### src/rtl/bb_cmd_pkg.sv
package bb_cmd_pkg;
  localparam int CHAR_W = 8;
  localparam int PIN_W  = 3;

  localparam logic [CHAR_W-1:0] CH_DIGIT0 = 8'h30;
  localparam logic [CHAR_W-1:0] CH_DIGIT7 = 8'h37;
  localparam logic [CHAR_W-1:0] CH_RST_LO = 8'h72;
  localparam logic [CHAR_W-1:0] CH_RST_HI = 8'h75;
  localparam logic [CHAR_W-1:0] CH_READ   = 8'h52;
  localparam logic [CHAR_W-1:0] CH_BL_ON  = 8'h42;
  localparam logic [CHAR_W-1:0] CH_BL_OFF = 8'h62;
  localparam logic [CHAR_W-1:0] CH_QUIT   = 8'h51;

  typedef enum logic [2:0] {
    K_PIN, K_RST, K_READ, K_BLON, K_BLOFF, K_QUIT, K_BAD
  } cmd_kind_e;

  function automatic cmd_kind_e classify(input logic [CHAR_W-1:0] c);
    if (c >= CH_DIGIT0 && c <= CH_DIGIT7)      return K_PIN;
    else if (c >= CH_RST_LO && c <= CH_RST_HI) return K_RST;
    else if (c == CH_READ)                     return K_READ;
    else if (c == CH_BL_ON)                    return K_BLON;
    else if (c == CH_BL_OFF)                   return K_BLOFF;
    else if (c == CH_QUIT)                     return K_QUIT;
    else                                       return K_BAD;
  endfunction

  // Digit zero has clear low bits, so the offset leaves them unchanged.
  function automatic logic [PIN_W-1:0] pin_bits(input logic [CHAR_W-1:0] c);
    return c[PIN_W-1:0];
  endfunction

  // Offset values 2 and 3 carry the reset bit.
  function automatic logic reset_bit(input logic [CHAR_W-1:0] c);
    return (c - CH_RST_LO) >= 8'd2;
  endfunction

  function automatic logic [CHAR_W-1:0] tdo_char(input logic b);
    return CH_DIGIT0 + {{(CHAR_W-1){1'b0}}, b};
  endfunction
endpackage

### src/rtl/bb_pin_drive.sv
module bb_pin_drive
  import bb_cmd_pkg::*;
(
  input  logic             clk,
  input  logic             rst_n,
  input  logic             act,
  input  cmd_kind_e        kind,
  input  logic [PIN_W-1:0] pins_in,
  input  logic             trst_in,
  output logic             tck_o,
  output logic             tms_o,
  output logic             tdi_o,
  output logic             trst_o,
  output logic             dbg_rst_n_o,
  output logic             blink_o
);
  logic pin_we, rst_we;
  assign pin_we = act && (kind == K_PIN);
  assign rst_we = act && (kind == K_RST);

  always_ff @(posedge clk or negedge rst_n) begin
    if (!rst_n) begin
      tdi_o <= 1'b0;
      tms_o <= 1'b0;
      tck_o <= 1'b0;
    end else if (pin_we) begin
      tdi_o <= pins_in[0];
      tms_o <= pins_in[1];
      tck_o <= pins_in[2];
    end
  end

  always_ff @(posedge clk or negedge rst_n) begin
    if (!rst_n)      trst_o <= 1'b0;
    else if (rst_we) trst_o <= trst_in;
  end

  always_ff @(posedge clk or negedge rst_n) begin
    if (!rst_n)      dbg_rst_n_o <= 1'b1;
    else if (rst_we) dbg_rst_n_o <= !trst_in;
  end

  always_ff @(posedge clk or negedge rst_n) begin
    if (!rst_n)                         blink_o <= 1'b0;
    else if (act && kind == K_BLON)     blink_o <= 1'b1;
    else if (act && kind == K_BLOFF)    blink_o <= 1'b0;
  end

  AST_PINS_HELD: assert property (@(posedge clk) disable iff (!rst_n)
    !pin_we |=> $stable({tck_o, tms_o, tdi_o})) else $error("pins moved");
endmodule

### src/rtl/bb_readback.sv
module bb_readback
  import bb_cmd_pkg::*;
(
  input  logic              clk,
  input  logic              rst_n,
  input  logic              load,
  input  logic              tdo_bit,
  input  logic              rsp_ready_i,
  output logic              rsp_valid_o,
  output logic [CHAR_W-1:0] rsp_data_o
);
  always_ff @(posedge clk or negedge rst_n) begin
    if (!rst_n) begin
      rsp_valid_o <= 1'b0;
      rsp_data_o  <= CH_DIGIT0;
    end else if (load) begin
      rsp_valid_o <= 1'b1;
      rsp_data_o  <= tdo_char(tdo_bit);
    end else if (rsp_ready_i) begin
      rsp_valid_o <= 1'b0;
    end
  end

  AST_RSP_HOLD: assert property (@(posedge clk) disable iff (!rst_n)
    (rsp_valid_o && !rsp_ready_i) |=> (rsp_valid_o && $stable(rsp_data_o)))
    else $error("response dropped");
  AST_RSP_DIGIT: assert property (@(posedge clk) disable iff (!rst_n)
    rsp_valid_o |-> (rsp_data_o == 8'h30 || rsp_data_o == 8'h31))
    else $error("bad response char");
endmodule

### src/rtl/bb_jtag_cmd_decoder.sv
module bb_jtag_cmd_decoder
  import bb_cmd_pkg::*;
(
  input  logic              clk,
  input  logic              rst_n,
  input  logic              in_valid_i,
  input  logic [CHAR_W-1:0] in_data_i,
  output logic              in_ready_o,
  input  logic              dmi_busy_i,
  input  logic              tdo_i,
  output logic              tck_o,
  output logic              tms_o,
  output logic              tdi_o,
  output logic              trst_o,
  output logic              dbg_rst_n_o,
  output logic              blink_o,
  output logic              disconnect_o,
  output logic              proto_err_o,
  output logic              rsp_valid_o,
  output logic [CHAR_W-1:0] rsp_data_o,
  input  logic              rsp_ready_i
);
  cmd_kind_e kind;
  logic      accept_w, act_w, quit_w, bad_w;

  assign kind       = classify(in_data_i);
  assign in_ready_o = !dmi_busy_i && !rsp_valid_o;
  assign accept_w   = in_valid_i && in_ready_o;
  assign act_w      = accept_w && !proto_err_o;
  assign quit_w     = act_w && (kind == K_QUIT);
  assign bad_w      = act_w && (kind == K_BAD);

  always_ff @(posedge clk or negedge rst_n) begin
    if (!rst_n)     proto_err_o <= 1'b0;
    else if (bad_w) proto_err_o <= 1'b1;
  end

  always_ff @(posedge clk or negedge rst_n) begin
    if (!rst_n) disconnect_o <= 1'b0;
    else        disconnect_o <= quit_w;
  end

  bb_pin_drive u_pins (
    .clk(clk), .rst_n(rst_n), .act(act_w), .kind(kind),
    .pins_in(pin_bits(in_data_i)), .trst_in(reset_bit(in_data_i)),
    .tck_o(tck_o), .tms_o(tms_o), .tdi_o(tdi_o), .trst_o(trst_o),
    .dbg_rst_n_o(dbg_rst_n_o), .blink_o(blink_o)
  );

  bb_readback u_rsp (
    .clk(clk), .rst_n(rst_n), .load(act_w && kind == K_READ),
    .tdo_bit(tdo_i), .rsp_ready_i(rsp_ready_i),
    .rsp_valid_o(rsp_valid_o), .rsp_data_o(rsp_data_o)
  );

  AST_STALL_BUSY: assert property (@(posedge clk) disable iff (!rst_n)
    dmi_busy_i |-> !in_ready_o) else $error("intake while busy");
  AST_STALL_RSP: assert property (@(posedge clk) disable iff (!rst_n)
    rsp_valid_o |-> !in_ready_o) else $error("intake over full slot");
  AST_ERR_STICKY: assert property (@(posedge clk) disable iff (!rst_n)
    proto_err_o |=> proto_err_o) else $error("error flag cleared");
  AST_DISC_CAUSE: assert property (@(posedge clk) disable iff (!rst_n)
    $rose(disconnect_o) |-> $past(in_valid_i && in_ready_o && in_data_i == 8'h51))
    else $error("stray disconnect");
endmodule

### config.mk
export PLATFORM = sky130hd
export DESIGN_NAME = bb_jtag_cmd_decoder
export DESIGN_NICKNAME = d
export VERILOG_FILES = /design/src/rtl/bb_cmd_pkg.sv /design/src/rtl/bb_pin_drive.sv /design/src/rtl/bb_readback.sv /design/src/rtl/bb_jtag_cmd_decoder.sv
export SDC_FILE = /design/constraint.sdc
export NUM_CORES = 1
export LEC_CHECK = 0
export BUFFER_PORTS_ARGS = -buffer_cell sky130_fd_sc_hd__buf_4
export CELL_PAD_IN_SITES_DETAIL_PLACEMENT = 0
export CELL_PAD_IN_SITES_GLOBAL_PLACEMENT = 1
export CORE_MARGIN = 8
export CORE_UTILIZATION = 32
export DETAILED_ROUTE_END_ITERATION = 10
export GPL_TIMING_DRIVEN = 0
export PLACE_DENSITY = 0.76
export SKIP_CTS_REPAIR_TIMING = 1
export SLEW_MARGIN = 25
export SYNTH_ARGS = -nofsm -noshare
export SYNTH_HDL_FRONTEND = slang
export SYNTH_SLANG_ARGS = --single-unit
### constraint.sdc
create_clock -name clk -period 2.35 [get_ports clk]
set_input_delay 0.235 -clock clk [delete_from_list [all_inputs] [get_ports clk]]
set_output_delay 0.235 -clock clk [all_outputs]
set_load 0.02 [all_outputs]
# ---- Yosys cells after proc, flatten, opt, wreduce, memory -nomap -nowiden
# Index checks and enable logic that the tools add are counted.
# Widths: inputs -> output; s select.
dict set report totals {
  inputBits 14
  ff_bits 17
  out_inout_bits 18
  wordCells 56
}
dict set report classes {
  add_sub_neg 2
  n_eq_ne 10
  muxes 10
  order_cmp 5
  reduce_logical 19
}
# operator n
set op_table {}
lappend op_table {{$eq 8x7->1 const B} 4}
lappend op_table {{$logic_and 1x1->1} 12}
lappend op_table {{$mux 3} 4}
lappend op_table {{$eq 3x3->1 const B} 3}
lappend op_table {{$ge 8x2->1 const B} 1}
lappend op_table {{$ge 8x6->1 const B} 1}
lappend op_table {{$ge 8x7->1 const B} 1}
lappend op_table {{$le 8x6->1 const B} 1}
lappend op_table {{$le 8x7->1 const B} 1}
lappend op_table {{$sub 8x7->8 const B} 1}
lappend op_table {{$add 6x1->7 const A} 1}
lappend op_table {{$eq 3x2->1 const B} 2}
lappend op_table {{$logic_not 1->1} 4}
lappend op_table {{$mux 1} 4}
lappend op_table {{$mux 2} 2}
lappend op_table {{$reduce_bool 2->1} 2}
lappend op_table {{$eq 3x1->1 const B} 1}
lappend op_table {{$logic_not 3->1} 1}

# ---- Logic depth before layout (Yosys ltp)
# Gate-level depths: netlist (run 1).
dict set report logic_depth {
  depth_word 11
  ltp_mapped 7
  mapped_depth_nobuf 6
}

# ---- Cells and area by module
# From an unflattened synthesis (run 1), not the netlist that was laid out.
dict set report unflattened {
  cells_unflattened 75
  hier_area_um2 768.2
}
# mod area_per_inst_um2 seq_area_each_um2 n_inst cells_each
set by_module_without_submodules {}
lappend by_module_without_submodules {bb_jtag_cmd_decoder 350.3 50.0 1 43}
lappend by_module_without_submodules {bb_pin_drive 280.3 151.4 1 18}
lappend by_module_without_submodules {bb_readback 137.6 50.0 1 14}

# ---- Worst setup path after synthesis (run 1)
# OpenSTA, ideal clock, no wires.
dict set report synth_path {
  path_kind {register -> register}
  from {register u_rsp.rsp_valid_o}
  to {register u_rsp.rsp_data_o[0]}
  arrival_time_ns 1.619
  stages_incl_launch_ff 5
  required_time_ns 2.222
  setup_time_ns 0.128
  path_buffers 0
  period_less_slack_ns 1.746
  setup_slack_ns 0.604
  path_cell_list {dfrtp_1 or4b_4 nor3_2 nand4_1 mux2_1}
}
dict set report synth_between {
  elab_chain_len 5
}
# item line_no
set synth_lines {}
lappend synth_lines {{start: declaration} bb_readback.sv:9} ;# output logic rsp_valid_o,
lappend synth_lines {{start signal: assignment} bb_readback.sv:14} ;# rsp_valid_o <= 1'b0;
lappend synth_lines {{start signal: assignment} bb_readback.sv:17} ;# rsp_valid_o <= 1'b1;
lappend synth_lines {{start signal: assignment} bb_readback.sv:20} ;# rsp_valid_o <= 1'b0;
lappend synth_lines {{$logic_not 1->1} bb_jtag_cmd_decoder.sv:27} ;# assign in_ready_o = !dmi_busy_i && !rsp_valid_o;
lappend synth_lines {{$logic_and 1x1->1} bb_jtag_cmd_decoder.sv:27}
lappend synth_lines {{$logic_and 1x1->1} bb_jtag_cmd_decoder.sv:28} ;# assign accept_w = in_valid_i && in_ready_o;
lappend synth_lines {{$logic_and 1x1->1} bb_jtag_cmd_decoder.sv:29} ;# assign act_w = accept_w && !proto_err_o;
lappend synth_lines {{$logic_and 1x1->1} bb_jtag_cmd_decoder.sv:51} ;# .clk(clk), .rst_n(rst_n), .load(act_w && kind == K_READ),
lappend synth_lines {{end signal: assignment} bb_readback.sv:18} ;# rsp_data_o <= tdo_char(tdo_bit);
lappend synth_lines {{end: declaration} bb_readback.sv:10} ;# output logic [CHAR_W-1:0] rsp_data_o
# Every way passes these cells.
# A chain may end at the register's enable or synchronous reset.

# ---- Final worst setup path (run 1)
# Ends and elaborated chain as after synthesis.

==> flow_metrics.py, run 1 <==
metrics = {
    "outcome": {
        "status": "finished clean",
    },
    "final_layout": {
        "layout-drive-gt1-share_pct": 43.56,
        "layout_commonest_cell": "buf_4",
        "layout_common_cells": "buf_4 (30), dfrtp_1 (9), conb_1 (7)",
        "utilization_pct": 47.73,
        "area_growth_pct": 40.26,
        "nets": 119,
        "antennaDiodeCount": 0,
    },
    "worst_setup_path": {
        "startpoint_type": "flop",
        "critical_path_peak_fanout": 5,
        "critical_path_required_ns": 2.49,
        "worstPathArrival_ns": 1.92,
        "worst_path_max_delay_cell": "or4b_4",
        "end_kind": "flop",
        "cp_cell_sequence": "or4b_4 -> nor3_2 -> nand4_1 -> mux2_1",
        "slowest_delay_ns": 0.57,
        "r2r_slack_ns": 0.58,
        "path_delay_family": "simple AND/OR/NAND/NOR gates",
        "crit_type": "flop to flop",
        "crit_buf_inv": 0,
    },
    "grt": {
        "grt_usage_pct": 9.121,
        "grt_pass1_wl_um": 2573,
        "grt_max_degree": 11,
        "grt_antenna_before_repair": 0,
        "grt_overflow": 0,
        "grt_pass1_vias": 595,
    },
    "routing": {
        "ant_nets": 0,
        "dr.pass1.iters": 4,
        "vias": 585,
        "drtIter0Drc": 8,
        "drc_errors": 0,
        "wire_per_inst_um": 13.23,
        "drt_wl_total_um": 1693,
        "routed_via_density": 4.570,
    },
    "timing": {
        "skew_ns": 0.001192,
        "fmax_mhz": 563.6,
        "setup_tns_ns": 0,
        "setup_violations": 0,
        "relSlewSlack_pct": 65.64,
        "rsz0062_at_grt": "false",
        "fin_crit_ns": 1.774,
        "slew_viol_final": 0,
        "tightest_slew_ns": 0.5083,
        "whs_ns": 0.1477,
        "post-route-period-util_pct": 75.51,
        "hold_viol": 0,
    },
    "placed_design": {
        "hpwlAfterDp_um": 1376,
        "numPortBuffers": 23,
        "gp_congestion": 0.7166,
    },
    "pwr": {
        "peakVddDrop_v": 0.0002968,
        "netSwitchingFraction_pct": 26.84,
        "power_density_mw_per_mm2": 470.5,
        "power.switching_uw": 119.4,
        "power.share.sequential_pct": 42.1,
        "intPower_uw": 325.6,
        "power_frac_comb_pct": 24.4,
        "p_leak_nw": 0.4700,
        "power_frac_clock_pct": 33.5,
    },
    "synthesis": {
        "synth_top_area_share_pct": 33.40,
        "syn_inst": 68,
        "yosysSeqAreaShare_pct": 37.29,
        "synth-seq-cells": 10,
        "ys_top_cells_by_area": "dfrtp_1 (33%), buf_4 (7.8%), mux2_2 (6.7%)",
        "synth.avg_cell_area_um2": 9.918,
        "ys_warn_count": 0,
        "netlist_area_um2": 674.4,
        "ys_types": 35,
        "yosysTopAreaCell": "dfrtp_1",
    },
    "clock_network": {
        "cts_buffer_depth": 2,
        "clk_pin_slew_ns": 0.06,
        "cts.sinks": 10,
        "clockRootBuffer": "clkbuf_4",
        "numCtsBuffers": 3,
        "cts_max_level": 1,
        "cts_tree": "done",
        "clk_latency_ns": 0.26,
    },
    "floorplanning": {
        "dieArea_mm2": 0.003832,
        "num_io_pins": 32,
        "core_mm2": 0.001982,
        "initial_core_util_pct": 34.03,
        "rows": 16,
        "die_x_um": 61.91,
        "die_h_um": 61.91,
    },
    "flow_run": {
        "cap_violations": 0,
    },
    "min_path": {
        "hold_path.class": "input port to flop",
    },
}
path summary, 6_finish.rpt:
kind | end | startpoint | cells past startpoint
min reg2reg | u_rsp.rsp_data_o[0]$_DFFE_PN0P_ | u_rsp.rsp_data_o[0]$_DFFE_PN0P_ | 1
max reg2reg | u_rsp.rsp_data_o[0]$_DFFE_PN0P_ | u_rsp.rsp_valid_o$_DFFE_PN0P_ | 4
min | u_rsp.rsp_valid_o$_DFFE_PN0P_ | rsp_ready_i | 2
max in group asynchronous | u_pins.dbg_rst_n_o$_DFFE_PN1P_ | rst_n | 2
max | u_rsp.rsp_data_o[0]$_DFFE_PN0P_ | u_rsp.rsp_valid_o$_DFFE_PN0P_ | 4
min in group asynchronous | disconnect_o$_DFF_PN0_ | rst_n | 2
worst register-to-register path, stage by stage (launching register included):
cell and delay [ns]:
dfrtp_1 0.42, or4b_4 0.57, nor3_2 0.17, nand4_1 0.16, mux2_1 0.34
routing by layer:
| layer | GRT usage, % | vias up | routed length [um] |
|---|---|---|---|
| li1 | - | 295 | - |
| met1 | 9.597 | 265 | 656 |
| met2 | 15.51 | 23 | 868 |
| met3 | 2.675 | 2 | 157 |
| met4 | 5.844 | 0 | 11 |
| met5 | 0 | - | 0 |
registers in the layout (all words and copies together) (netlist names):
signal and count:
disconnect_o 1, proto_err_o 1, u_pins.tck_o 1, u_rsp.rsp_data_o 1, u_pins.blink_o 1, u_pins.tms_o 1, u_pins.tdi_o 1, u_pins.dbg_rst_n_o 1
u_rsp.rsp_valid_o 1, u_pins.trst_o 1
cell type report:
class,count,area [um2]
flip-flops and latches,10,251.5
well taps,27,33.78
fillers,190,1036
plain buffers,9,61.31
repair buffers,24,182.7
inverters,6,22.52
clock buffers,4,36.28
multi-input cells,48,357.8
per-stage QoR:
stage | total power [mW] | setup WS [ns] | std cells | area, um2
after floorplan | 0.2506 | 0.6037 | 73 | 693.2
after global placement | 0.2958 | 0.4853 | 123 | 899.6
after detailed placement | 0.2976 | 0.4648 | 123 | 899.6
after CTS | 0.4505 | 0.5556 | 127 | 935.9
after global routing | 0.4680 | 0.5140 | 128 | 945.9
final | 0.4451 | 0.5756 | 128 | 945.9
synth_stat cells, drive strengths merged:
library cell	count
mux2	5
a31oi	1
nor2	2
a21oi	2
nand2b	1
or2	1
nand3	2
nand2	2
nand4	2
nor4	2
xor2	1
a41oi	1
or4b	2
a2111o	1
or3	1
dfrtp	9
o21ai	1
a41o	1
nor3	3
buf	8
mux2i	1
nor3b	1
nor4b	1
inv	6
a21o	1
nand3b	1
dfstp	1
ha	3
conb	2
clkbuf	1
o21bai	1
a211oi	1
logic make-up after synthesis:
| family | Yosys count | synth area share (%) |
|---|---|---|
| AND/OR/NAND/NOR | 21 | 21.52 |
| flip-flops | 10 | 37.29 |
| AO/OA/AOI/OAI | 10 | 10.95 |
| multiplexers | 6 | 9.832 |
| adder cells (fa/ha/maj) | 3 | 5.566 |
| other | 2 | 1.114 |
| XOR/XNOR | 1 | 1.299 |
| buffers and inverters | 15 | 12.43 |
power groups by stage:
| stage | Combinational (mW) | Sequential (mW) | Clock, mW |
|---|---|---|---|
| after global routing | 0.118 | 0.188 | 0.162 |
| after CTS | 0.107 | 0.187 | 0.156 |
| final | 0.109 | 0.187 | 0.149 |
| after detailed placement | 0.107 | 0.190 | 0 |
| after floorplan | 0.0502 | 0.200 | 0 |
| after global placement | 0.106 | 0.190 | 0 |
Power figures use the tool's default switching activity.
==> run 2, diff against run 1 <==
--- a/config.mk
+++ b/config.mk
@@ -8,11 +8,12 @@
 export BUFFER_PORTS_ARGS = -buffer_cell sky130_fd_sc_hd__buf_4
 export CELL_PAD_IN_SITES_DETAIL_PLACEMENT = 0
 export CELL_PAD_IN_SITES_GLOBAL_PLACEMENT = 1
+export CORE_ASPECT_RATIO = 1.75
 export CORE_MARGIN = 8
-export CORE_UTILIZATION = 32
+export CORE_UTILIZATION = 29
 export DETAILED_ROUTE_END_ITERATION = 10
 export GPL_TIMING_DRIVEN = 0
-export PLACE_DENSITY = 0.76
+export PLACE_DENSITY = 0.73
 export SKIP_CTS_REPAIR_TIMING = 1
 export SLEW_MARGIN = 25
 export SYNTH_ARGS = -nofsm -noshare
==> constraint.sdc (replaced) <==
create_clock -name clk -period 1.5 [get_ports clk]
set_input_delay 0.15 -clock clk [delete_from_list [all_inputs] [get_ports clk]]
set_output_delay 0.15 -clock clk [all_outputs]
set_load 0.02 [all_outputs]
==> run 2 against run 1 <==
  * Non-clock buffer count rose by 2
  * Combinational power grew 64%
  * Total power rose by 72%
  * Die area up 9.2%
  * Wire length is 5.5% higher
  * The run now ends with negative setup slack left
  * Via count up 5.0%
  * Clock-buffer cell count stayed put
  * Global-route usage decreased by 0.50 points
==> flow_metrics.py, run 2 (synthesis results as in run 1) <==
metrics = {
    "outcome": {
        "status": "complete, but fails checks",
        "violations": "negative setup slack",
    },
    "timing": {
        "rsz0062_at_grt": "true",
        "skew_ns": 0.006528,
        "fin_crit_ns": 1.687,
        "fmax_mhz": 592.7,
        "post-route-period-util_pct": 112.5,
        "hold_viol": 0,
        "setup_slack_ns": -0.1871,
        "setup_violations": 4,
        "slew_viol_final": 0,
    },
    "final_layout": {
        "layout_common_cells": "buf_4 (33), dfrtp_1 (8), conb_1 (7)",
        "multi_input_area_um2": 384.1,
        "layout-drive-gt1-share_pct": 48.54,
        "utilization_pct": 44.48,
        "antennaDiodeCount": 0,
        "area_growth_pct": 48.05,
        "layout_commonest_cell": "buf_4",
        "fillerInstances": 232,
        "nets": 121,
        "regArea_um2": 252.7,
        "post-route-cell-area_um2": 998.5,
        "final_cell_count_no_fill": 128,
    },
    "worst_setup_path": {
        "crit_type": "flop to flop",
        "critical_path_required_ns": 1.61,
        "startpoint_type": "flop",
        "worstPathArrival_ns": 1.80,
        "end_kind": "flop",
        "critical_path_peak_fanout": 4,
    },
    "routing": {
        "dr.pass1.iters": 4,
        "drc_errors": 0,
        "vias": 614,
        "ant_nets": 0,
        "drtIter0Drc": 16,
        "wire_per_inst_um": 13.95,
        "routed_via_density": 4.797,
        "drt_wl_total_um": 1786,
    },
    "pwr": {
        "p_leak_nw": 0.4911,
        "power.total_uw": 763.7,
        "power_density_mw_per_mm2": 764.9,
        "peakVddDrop_v": 0.0005188,
    },
    "clock_network": {
        "numCtsBuffers": 3,
        "cts_buffer_depth": 2,
        "cts_max_level": 1,
        "clk_latency_ns": 0.24,
        "cts.sinks": 10,
        "clockRootBuffer": "clkbuf_8",
        "cts_tree": "done",
        "clk_pin_slew_ns": 0.04,
    },
    "flow_run": {
        "cap_violations": 0,
    },
    "floorplanning": {
        "dieArea_mm2": 0.004186,
        "rows": 23,
        "die_x_um": 52.46,
        "num_io_pins": 32,
        "core_mm2": 0.002245,
        "die_h_um": 79.80,
        "initial_core_util_pct": 30.04,
    },
    "min_path": {
        "hold_path.class": "input port to flop",
    },
    "placed_design": {
        "numPortBuffers": 23,
        "hpwlAfterDp_um": 1455,
        "gp_congestion": 0.7628,
        "pre_cts_slack_ns": -0.3714,
        "dpl_cell_area_um2": 908.4,
        "dp_cells": 121,
    },
    "grt": {
        "grt_usage_pct": 8.621,
        "grt_antenna_before_repair": 0,
        "grt_pass1_wl_um": 2842,
        "grt_max_degree": 11,
        "grt_pass1_vias": 660,
        "grt_overflow": 0,
    },
}
==> run 2: cell count changes in the layout (fill, tap and decap cells not counted), moves of 2 or more <==
cell | previous run | this run
buf_4 | 30 | 33
clkbuf_4 | 3 | 0
clkbuf_8 | 1 | 3
mux2_4 | 0 | 2
==> run 2: layout make-up <==
cell class / instances / share of cell area (%)
clock buffer: 4 / 4.511
inverter: 6 / 2.256
buffer: 8 / 5.764
tap: 25 / 3.133
sequential: 10 / 25.31
timing repair buffer: 27 / 20.55
multi-input combinational: 48 / 38.47
==> run 2: final timing paths <==
kind / start / endpoint / slack [ns] / depth (start not counted)
max: u_rsp.rsp_valid_o$_DFFE_PN0P_ / u_rsp.rsp_data_o[0]$_DFFE_PN0P_ / -0.19 / 4
min: rsp_ready_i / u_rsp.rsp_valid_o$_DFFE_PN0P_ / 0.09 / 2
max reg2reg: u_rsp.rsp_valid_o$_DFFE_PN0P_ / u_rsp.rsp_data_o[0]$_DFFE_PN0P_ / -0.19 / 4
min reg2reg: u_rsp.rsp_data_o[0]$_DFFE_PN0P_ / u_rsp.rsp_data_o[0]$_DFFE_PN0P_ / 0.51 / 1
max in group asynchronous: rst_n / u_pins.dbg_rst_n_o$_DFFE_PN1P_ / 0.99 / 2
min in group asynchronous: rst_n / u_pins.blink_o$_DFFE_PN0P_ / 0.28 / 2
==> run 2: worst max-delay path, cell delays in order, from the launching register on <==
cell     delay (ns)
dfrtp_2        0.42
or4b_4         0.55
nor3_2         0.11
nand4_1        0.16
mux2_4         0.33
==> run 2: where the power goes <==
| group | internal [mW] | leakage [nW] | switching, mW |
|---|---|---|---|
| registers | 0.284 | 0.124 | 0.0114 |
| logic | 0.0846 | 0.344 | 0.0946 |
| clock network | 0.186 | 0.0228 | 0.103 |
==> run 2: through the flow <==
step                      TNS, ns  hold WS [ns]
final                     -0.4800       0.09225
after global routing      -0.8062        0.1192
after CTS                 -0.8716       -0.2671
after detailed placement   -1.293      -0.01177
after global placement     -1.412      -0.01597
after floorplan           -0.2867       -0.1456
==> run 2: per-layer routing <==
layer  vias to the layer above  part of all wire (%)  track usage [%]
li1                        300                     -                -
met1                       291                    34            7.726
met2                        20                    57            15.75
met3                         3                   8.0            3.172
met4                         0                   1.3            4.427
met5                         -                     0                0
==> run 3, diff against run 2 <==
--- a/config.mk
+++ b/config.mk
@@ -8,11 +8,11 @@
 export BUFFER_PORTS_ARGS = -buffer_cell sky130_fd_sc_hd__buf_4
 export CELL_PAD_IN_SITES_DETAIL_PLACEMENT = 0
 export CELL_PAD_IN_SITES_GLOBAL_PLACEMENT = 1
-export CORE_ASPECT_RATIO = 1.75
 export CORE_MARGIN = 8
 export CORE_UTILIZATION = 29
 export DETAILED_ROUTE_END_ITERATION = 10
 export GPL_TIMING_DRIVEN = 0
+export HOLD_SLACK_MARGIN = 0.15
 export PLACE_DENSITY = 0.73
 export SKIP_CTS_REPAIR_TIMING = 1
 export SLEW_MARGIN = 25
==> run 3 against run 2 <==
  * The run still ends with negative setup slack left
  * Sequential power about the same
  * Clock power is 30% lower
  * Worst hold slack better by 0.064 ns
  * Critical path type unchanged
  * Critical endpoint unchanged
  * Highest routed layer unchanged
==> flow_metrics.py, run 3 (synthesis results as in run 1) <==
metrics = {
    "grt": {
        "grt_usage_pct": 8.638,
        "grt_pass1_wl_um": 2829,
        "met3_usage_pct": 4.530,
        "grt_antenna_before_repair": 0,
        "grt_busiest_layer": "met2",
        "grt_max_degree": 11,
        "grt_overflow": 0,
        "grt_pass1_vias": 574,
        "met2_usage_pct": 13.80,
        "use_met1_pct": 9.849,
    },
    "worst_setup_path": {
        "worstPathArrival_ns": 1.88,
        "critical_path_required_ns": 1.66,
        "slowest_delay_ns": 0.55,
        "critical_path_peak_fanout": 5,
        "cp_cell_sequence": "or4b_4 -> nor3_2 -> nand4_1 -> mux2_4",
        "crit_type": "flop to flop",
        "end_kind": "flop",
        "startpoint_type": "flop",
        "worst_path_max_delay_cell": "or4b_4",
    },
    "final_layout": {
        "nets": 123,
        "layout_commonest_cell": "buf_4",
        "area_growth_pct": 47.31,
        "antennaDiodeCount": 0,
        "layout-drive-gt1-share_pct": 45.71,
        "layout_common_cells": "buf_4 (32), dfrtp_1 (8), conb_1 (7)",
    },
    "routing": {
        "drc_errors": 0,
        "routed_via_density": 4.436,
        "drtIter0Drc": 9,
        "dr.pass1.iters": 4,
        "ant_nets": 0,
        "drt_wl_total_um": 1771,
        "wire_per_inst_um": 13.32,
        "vias": 590,
    },
    "timing": {
        "slew_viol_final": 0,
        "fin_crit_ns": 1.727,
        "hold_viol": 0,
        "rsz0062_at_grt": "true",
        "post-route-period-util_pct": 115.1,
        "fmax_mhz": 579.0,
        "setup_violations": 7,
        "skew_ns": 0.004003,
        "whs_ns": 0.1564,
        "setup_slack_ns": -0.2272,
    },
    "pwr": {
        "power.total_uw": 678.0,
        "power_density_mw_per_mm2": 682.5,
        "peakVddDrop_v": 0.0006337,
        "p_leak_nw": 0.4872,
    },
    "floorplanning": {
        "core_mm2": 0.002212,
        "initial_core_util_pct": 30.49,
        "die_x_um": 64.23,
        "dieArea_mm2": 0.004125,
        "die_h_um": 64.23,
        "rows": 17,
        "num_io_pins": 32,
    },
    "flow_run": {
        "cap_violations": 0,
    },
    "clock_network": {
        "cts_tree": "done",
        "numCtsBuffers": 3,
        "clockRootBuffer": "clkbuf_4",
        "clk_latency_ns": 0.27,
        "clk_pin_slew_ns": 0.07,
        "cts_buffer_depth": 2,
        "cts.sinks": 10,
        "cts_max_level": 1,
    },
    "outcome": {
        "violations": "negative setup slack",
        "status": "complete, but fails checks",
    },
    "min_path": {
        "hold_path.class": "input port to flop",
    },
    "placed_design": {
        "hpwlAfterDp_um": 1410,
        "pre_cts_slack_ns": -0.2974,
        "gp_congestion": 0.7794,
        "numPortBuffers": 23,
    },
}
==> run 3: metal layers <==
metal / wire length, um / share of wire [%]
met5: 0 / 0
met3: 106 / 6.0
met4: 9 / 0.51
met2: 919 / 52
met1: 737 / 42
==> run 3: cell type report <==
| cell class | count | area (um2) |
|---|---|---|
| buffer | 9 | 61.31 |
| clock buffer | 4 | 26.28 |
| fill | 235 | 1219 |
| inverter | 6 | 22.52 |
| multi-input combinational | 48 | 377.9 |
| sequential | 10 | 252.7 |
| tap | 28 | 35.03 |
| timing repair buffer | 28 | 217.7 |
==> run 3: final timing paths <==
kind                                                from  cells past startpoint  slack, ns                              end
setup / recovery           u_rsp.rsp_valid_o$_DFFE_PN0P_                      4      -0.23  u_rsp.rsp_data_o[0]$_DFFE_PN0P_
hold / removal                              in_data_i[0]                      2       0.16         u_pins.tdi_o$_DFFE_PN0P_
setup reg to reg           u_rsp.rsp_valid_o$_DFFE_PN0P_                      4      -0.23  u_rsp.rsp_data_o[0]$_DFFE_PN0P_
hold reg to reg                 u_pins.tms_o$_DFFE_PN0P_                      1       0.51         u_pins.tms_o$_DFFE_PN0P_
max in group asynchronous                          rst_n                      2       1.04   u_pins.dbg_rst_n_o$_DFFE_PN1P_
min in group asynchronous                          rst_n                      2       0.24         u_pins.tdi_o$_DFFE_PN0P_
==> run 3: power by group <==
group,internal (mW),leakage [nW],switching (mW)
clock network,0.103,0.0150,0.0991
registers,0.283,0.124,0.0112
logic,0.0882,0.348,0.0937
==> run 3: per-stage QoR <==
step	cells	instance area (um2)	util, %	TNS (ns)
2_1_floorplan	73	704.4	-	-0.2867
3_3_place_gp	124	912.1	41.23	-1.246
3_5_place_dp	124	912.1	41.23	-1.472
4_1_cts	128	938.4	42.42	-1.021
5_1_grt	133	993.5	44.91	-1.435
6_report	133	993.5	44.91	-0.6908
==> run 3: worst max-delay path: cells and delay by family (launching register included) <==
kind	cells	cell delay [ns]
simple gates	3	0.83
flops	1	0.44
mux	1	0.34
